<file path="src/rtl/fpsu_pkg.sv">
package fpsu_pkg;
  localparam int WORD_W     = 32;
  localparam int NUM_EXC    = 5;
  localparam int CAUSE_W    = NUM_EXC + 1;
  localparam int RM_W       = 2;
  localparam int FTZ_BIT    = 2;
  localparam int CAUSE_LSB  = 3;
  localparam int EN_LSB     = CAUSE_LSB + CAUSE_W;
  localparam int STICKY_LSB = EN_LSB + NUM_EXC;
  localparam int SUM_BIT    = WORD_W - 1;

  localparam logic [WORD_W-1:0] RM_MASK   = WORD_W'((1 << RM_W) - 1);
  localparam logic [WORD_W-1:0] FTZ_MASK  = WORD_W'(1) << FTZ_BIT;
  localparam logic [WORD_W-1:0] EN_MASK   = WORD_W'((1 << NUM_EXC) - 1) << EN_LSB;
  localparam logic [WORD_W-1:0] CTRL_MASK = RM_MASK | FTZ_MASK | EN_MASK;
  localparam logic [WORD_W-1:0] WR_MASK   = WORD_W'((1 << (STICKY_LSB + NUM_EXC)) - 1);
  localparam logic [WORD_W-1:0] SUM_MASK  = WORD_W'(1) << SUM_BIT;

  localparam logic [1:0] CMP_EQ = 2'd0;
  localparam logic [1:0] CMP_LT = 2'd1;
  localparam logic [1:0] CMP_GT = 2'd2;
  localparam logic [1:0] CMP_UN = 2'd3;

  typedef struct packed {
    logic doOp;
    logic doWrite;
    logic isCmp;
  } fpsuStrobe_t;
endpackage

</file>
<file path="src/rtl/fpsu_ctrl.sv">
module fpsu_ctrl
  import fpsu_pkg::*;
(
  input  logic        opValid,
  input  logic        opIsCmp,
  input  logic        swWrEn,
  output fpsuStrobe_t strb
);
  // A software write in the same cycle takes precedence and drops the operation.
  always_comb begin
    strb.doWrite = swWrEn;
    strb.doOp    = opValid & ~swWrEn;
    strb.isCmp   = opValid & ~swWrEn & opIsCmp;
  end
endmodule

</file>
<file path="src/rtl/fpsu_dp.sv">
module fpsu_dp
  import fpsu_pkg::*;
(
  input  logic               clk,
  input  logic               rstN,
  input  fpsuStrobe_t        strb,
  input  logic [NUM_EXC-1:0] excFlags,
  input  logic               denormIn,
  input  logic               denormOut,
  input  logic [WORD_W-1:0]  result,
  input  logic [1:0]         cmpCode,
  input  logic [WORD_W-1:0]  swWrData,
  output logic [WORD_W-1:0]  statusWord,
  output logic               flagZ,
  output logic               flagS,
  output logic               flagO,
  output logic               excReq
);
  logic [WORD_W-1:0]  statusQ;
  logic [NUM_EXC-1:0] enQ, stickyQ, stickyNew;
  logic [CAUSE_W-1:0] causeNew;
  logic               ftzQ, raise;
  logic [WORD_W-1:0]  opWord, wrMasked, wrWord;

  assign enQ     = statusQ[EN_LSB +: NUM_EXC];
  assign stickyQ = statusQ[STICKY_LSB +: NUM_EXC];
  assign ftzQ    = statusQ[FTZ_BIT];

  // Per-exception cause and sticky logic
  for (genvar g = 0; g < NUM_EXC; g++) begin : g_exc
    assign causeNew[g]  = excFlags[g];
    assign stickyNew[g] = stickyQ[g] | (excFlags[g] & ~enQ[g]);
  end
  assign causeNew[NUM_EXC] = (denormIn | denormOut) & ~ftzQ;

  // Unimplemented-processing cause acts as an always-set enable
  assign raise = |(causeNew & {1'b1, enQ});

  always_comb begin
    opWord = (statusQ & CTRL_MASK)
           | (WORD_W'(causeNew)  << CAUSE_LSB)
           | (WORD_W'(stickyNew) << STICKY_LSB)
           | ({WORD_W{|stickyNew}} & SUM_MASK);
    wrMasked = swWrData & WR_MASK;
    wrWord   = (wrMasked & ~SUM_MASK)
             | ({WORD_W{|wrMasked[STICKY_LSB +: NUM_EXC]}} & SUM_MASK);
  end

  always_ff @(posedge clk) begin
    if (!rstN) begin
      statusQ <= '0;
      flagZ   <= 1'b0;
      flagS   <= 1'b0;
      flagO   <= 1'b0;
      excReq  <= 1'b0;
    end else begin
      excReq <= strb.doOp & raise;
      if (strb.doWrite) begin
        statusQ <= wrWord;
      end else if (strb.doOp) begin
        statusQ <= opWord;
        if (strb.isCmp) begin
          flagZ <= (cmpCode == CMP_EQ);
          flagS <= (cmpCode == CMP_LT);
          flagO <= (cmpCode == CMP_UN);
        end else begin
          flagZ <= (result[WORD_W-2:0] == '0);
          flagS <= result[WORD_W-1];
        end
      end
    end
  end

  assign statusWord = statusQ;

  // a request only follows a committed operation
  p_req_after_op_r6: assert property (@(posedge clk) disable iff (!rstN)
    excReq |-> $past(strb.doOp));

  // the unimplemented cause cannot be masked
  p_ce_unmasked_r6: assert property (@(posedge clk) disable iff (!rstN)
    (strb.doOp && (denormIn || denormOut) && !ftzQ) |=> excReq);

  // operations never clear sticky bits
  p_sticky_keep_r3: assert property (@(posedge clk) disable iff (!rstN)
    strb.doOp |=> (($past(stickyQ) & ~stickyQ) == '0));

  // summary tracks the sticky field
  p_summary_r5: assert property (@(posedge clk) disable iff (!rstN)
    statusQ[SUM_BIT] == (|stickyQ));

  // idle cycles hold the status word
  p_idle_stable_r13: assert property (@(posedge clk) disable iff (!rstN)
    (!strb.doOp && !strb.doWrite) |=> $stable(statusQ));

  // a write drops the operation's request
  p_write_drops_r12: assert property (@(posedge clk) disable iff (!rstN)
    strb.doWrite |=> !excReq);
endmodule

</file>
<file path="src/rtl/fpsu_top.sv">
module fpsu_top
  import fpsu_pkg::*;
#(
  parameter int VEC_W      = 8,
  parameter int EXC_VECTOR = 21
) (
  input  logic               clk,
  input  logic               rstN,
  input  logic               opValid,
  input  logic               opIsCmp,
  input  logic [NUM_EXC-1:0] excFlags,
  input  logic               denormIn,
  input  logic               denormOut,
  input  logic [WORD_W-1:0]  result,
  input  logic [1:0]         cmpCode,
  input  logic               swWrEn,
  input  logic [WORD_W-1:0]  swWrData,
  output logic [WORD_W-1:0]  statusWord,
  output logic [RM_W-1:0]    roundMode,
  output logic               flagZ,
  output logic               flagS,
  output logic               flagO,
  output logic               excReq,
  output logic [VEC_W-1:0]   excVector
);
  fpsuStrobe_t strb;

  fpsu_ctrl u_ctrl (
    .opValid (opValid),
    .opIsCmp (opIsCmp),
    .swWrEn  (swWrEn),
    .strb    (strb)
  );

  fpsu_dp u_dp (
    .clk        (clk),
    .rstN       (rstN),
    .strb       (strb),
    .excFlags   (excFlags),
    .denormIn   (denormIn),
    .denormOut  (denormOut),
    .result     (result),
    .cmpCode    (cmpCode),
    .swWrData   (swWrData),
    .statusWord (statusWord),
    .flagZ      (flagZ),
    .flagS      (flagS),
    .flagO      (flagO),
    .excReq     (excReq)
  );

  assign roundMode = statusWord[RM_W-1:0];
  assign excVector = VEC_W'(EXC_VECTOR);
endmodule

</file>
<file path="config.mk">
export PLATFORM = sky130hd
export DESIGN_NAME = fpsu_top
export DESIGN_NICKNAME = d
export VERILOG_FILES = /design/src/rtl/fpsu_pkg.sv /design/src/rtl/fpsu_ctrl.sv /design/src/rtl/fpsu_dp.sv /design/src/rtl/fpsu_top.sv
export SDC_FILE = /design/constraint.sdc
export NUM_CORES = 1
export LEC_CHECK = 0
export BUFFER_PORTS_ARGS = -buffer_cell sky130_fd_sc_hd__buf_4
export CAP_MARGIN = 5
export CORE_ASPECT_RATIO = 0.7
export CORE_UTILIZATION = 39
export CTS_CLUSTER_DIAMETER = 40
export DETAILED_ROUTE_END_ITERATION = 10
export GPL_ROUTABILITY_DRIVEN = 0
export HOLD_SLACK_MARGIN = 0.03
export PLACE_DENSITY = 0.89
export SYNTH_ARGS = -nofsm -noshare
export SYNTH_HDL_FRONTEND = slang
export SYNTH_SLANG_ARGS = --single-unit
</file>
<file path="constraint.sdc">
create_clock -name clk -period 3.07 [get_ports clk]
set_input_delay 0.1535 -clock clk [delete_from_list [all_inputs] [get_ports clk]]
set_output_delay 0.1535 -clock clk [all_outputs]
set_load 0.01 [all_outputs]
</file>
==> impl_metrics.py <==
metrics = {
    "run_status": {
        "status": "complete, no violations",
    },
    "pwr": {
        "internal-power_mw": 0.529,
        "clkPwrFrac_pct": 25.0,
        "comb_power_share_pct": 26.3,
        "p_total_mw": 0.713,
        "p_sw_mw": 0.184,
        "pwr-share-seq_pct": 48.7,
        "leakagePower_nw": 0.986,
        "switching_share_pct": 25.8,
        "peakVddDrop_v": 0.000155,
        "powerDensity_mw_per_mm2": 359,
    },
    "synth": {
        "synth_area_per_cell_sq_um": 8.89,
        "syn_inst": 150,
        "ys.flop_type": "dfxtp_1",
        "synth_top_area_cell": "dfxtp_1",
        "synth_edf_count": 0,
        "synth_area_leaders": "dfxtp_1 36%, buf_4 13%, mux2i_1 9.8%, nor2b_1 6.1%, and2_1 4.7%",
        "ys_async_sr_fraction_pct": 0,
        "synth_cell_types": 32,
        "ys_seq_area_share_pct": 36.0,
        "yosysMostFrequentCell": "dfxtp_1",
        "synth_top_area_share_pct": 36.0,
        "ys_ff_latch": 24,
        "synthesis.area_sq_mm": 0.00133,
        "ys_warn_count": 0,
        "ys_top_cells_by_count": "24 x dfxtp_1, 23 x buf_4, 13 x mux2i_1, 13 x nor2b_1",
    },
    "drt": {
        "drc": 0,
        "drt-total-wl_um": 3310,
        "dr.pass1.iters": 4,
        "first_iter_violations": 65,
        "vias": 1316,
        "antenna_left": 0,
        "avgViaCountPerCell": 4.70,
        "wire_per_inst_um": 11.8,
    },
    "grt": {
        "grt_max_degree": 33,
        "antenna_found_initial": 0,
        "overflow": 0,
        "grt_pass1_wl_um": 5180,
        "grt_pass1_vias": 1156,
        "grt_usage_pct": 18.5,
    },
    "worst_setup_path": {
        "cp-start-kind": "flop",
        "crit_path_end_kind": "flop",
        "critPathKind": "flop to flop",
        "reg2reg_depth": 4,
        "cp.arrival_ns": 1.40,
        "cp_num_buf_inv": 0,
        "path_delay_family": "flip-flops",
        "cpPeakStageDelay_ns": 0.39,
        "worstPathRequired_ns": 3.23,
        "slowest_stage": "dfxtp_1",
        "cp_max_fo": 4,
        "worstSetupPathDepth": 4,
        "path_cells": "nor2b_1 -> nor4_1 -> a31oi_1 -> o221a_1",
    },
    "placement": {
        "port-buffer-count": 90,
        "hpwl_um": 2680,
        "post-place-cells": 277,
    },
    "min_path": {
        "hp-class": "input pin to flop",
        "hold_depth": 3,
    },
    "cts": {
        "ctsResizeCount": 0,
        "cts_buffer_depth": 2,
        "ctsHtreeMaxLevel": 1,
        "insertion_delay_ns": 0.26,
        "root_buffer": "clkbuf_8",
        "post_cts_buffers": 0,
        "cts_made_buffers": 3,
        "postCtsHoldBufs": 0,
        "clk_pin_slew_ns": 0.08,
        "clock_sinks": 24,
        "cts_tree": "yes",
    },
    "finish": {
        "syn2layout_area_growth_pct": 48.7,
        "n_antenna_cell": 0,
        "nets": 313,
        "fill_cells": 280,
        "layout.cells.non_filler": 280,
        "drive_above_1_share_pct": 39.9,
    },
    "timing": {
        "hold_viol_final": 0,
        "setup_violations": 0,
        "hold_slack_ns": 0.150,
        "fmax_ghz": 0.806,
        "clock_skew_ns": 0.00299,
        "fin_crit_sh_pct": 40.4,
        "slew_viol_final": 0,
        "finalSetupTns_ns": 0,
        "rsz0062_at_grt": "false",
        "final.min_clock_period_ns": 1.24,
    },
    "floorplanning": {
        "ios": 124,
        "die_area_sq_mm": 0.00366,
        "die_h_um": 50.9,
        "initial_utilization_pct": 41.5,
        "die_w_um": 71.9,
        "coreArea_sq_mm": 0.00321,
        "rows": 17,
    },
    "run": {
        "max_cap_violations": 0,
    },
}
worst reg2reg max path, delay by kind of cell (launching register included):
| family | cells | cell delay [ns] |
|---|---|---|
| flops | 1 | 0.39 |
| compound gates | 2 | 0.37 |
| simple gates | 2 | 0.38 |
power groups by stage:
stage / combinational (mW) / sequential (mW) / clock [mW]
floorplan: 0.0920 / 0.360 / 0
global placement: 0.186 / 0.353 / 0
finish: 0.188 / 0.347 / 0.179
global route: 0.206 / 0.349 / 0.199
CTS: 0.189 / 0.347 / 0.186
detailed placement: 0.189 / 0.354 / 0
metrics by stage:
| step | instance area, sq um | util [%] | setup WS [ns] |
|---|---|---|---|
| after floorplan | 1400 | - | 1.92 |
| after global placement | 1940 | 60.5 | 1.90 |
| after detailed placement | 1940 | 60.5 | 1.84 |
| after CTS | 1980 | 61.7 | 1.83 |
| after global routing | 1980 | 61.7 | 1.77 |
| final | 1980 | 61.7 | 1.83 |
path summary, 6_finish.rpt:
kind | to | slack, ns | from
hold reg to reg | u_dp.flagO | 0.47 | u_dp.flagO
setup / recovery | u_dp.statusWord[31] | 1.83 | u_dp.statusWord[11]
hold / removal | u_dp.statusWord[11] | 0.15 | swWrData[11]
setup reg to reg | u_dp.statusWord[31] | 1.83 | u_dp.statusWord[11]
placed cells by master (no fill, tap or decap):
cell | Yosys | final
and2_1 | 10 | 10
nor2b_1 | 13 | 13
nand3b_1 | 1 | 1
mux2i_1 | 13 | 13
a22oi_1 | 1 | 1
a2bb2oi_1 | 1 | 1
clkbuf_8 | 0 | 3
o221a_1 | 1 | 1
a222oi_1 | 1 | 1
nand3_1 | 1 | 1
a31oi_1 | 2 | 2
o21ai_0 | 6 | 6
o211a_1 | 1 | 1
nand2_1 | 8 | 8
nor3_1 | 1 | 1
conb_1 | 2 | 20
a21boi_1 | 1 | 1
nor4_1 | 10 | 10
o21bai_1 | 1 | 1
buf_4 | 23 | 90
nand4_1 | 3 | 3
nor2_1 | 3 | 3
or4_1 | 1 | 1
a211o_1 | 1 | 1
inv_1 | 1 | 1
nand2b_1 | 7 | 7
dfxtp_1 | 24 | 24
a21oi_1 | 1 | 1
o311a_1 | 5 | 5
and2b_1 | 1 | 1
and3_1 | 1 | 1
registers in the layout, indices dropped and copies added (netlist names):
register / flops
u_dp.flagO: 1
u_dp.flagS: 1
u_dp.excReq: 1
u_dp.flagZ: 1
u_dp.statusWord: 20
area by class of cell:
type                            count  area, sq um  area share [%]
Inverter                            1         3.75           0.189
Sequential cell                    24          480            24.2
Timing Repair Buffer               90          676            34.1
Multi-Input combinational cell    115          723            36.5
Tap cell                           47         58.8            2.97
Clock buffer                        3         41.3            2.08
routing by layer:
layer	track usage [%]	part of all wire, %	vias up
met2	35.5	52	64
met1	20.2	39	594
met3	4.93	7.9	2
met5	0	0	-
li1	-	-	656
met4	4.90	0.57	0
cell families (layout without fill, tap and decap cells):
logic type,Yosys count,in the layout,synth area share [%]
other,2,20,0.563
DFF,24,24,36.0
buffers and inverters,29,94,14.8
muxes,13,13,9.76
and+or+nand+nor,60,60,26.2
AOI/OAI and AO/OA,22,22,12.7
Power figures use the tool's default switching activity.
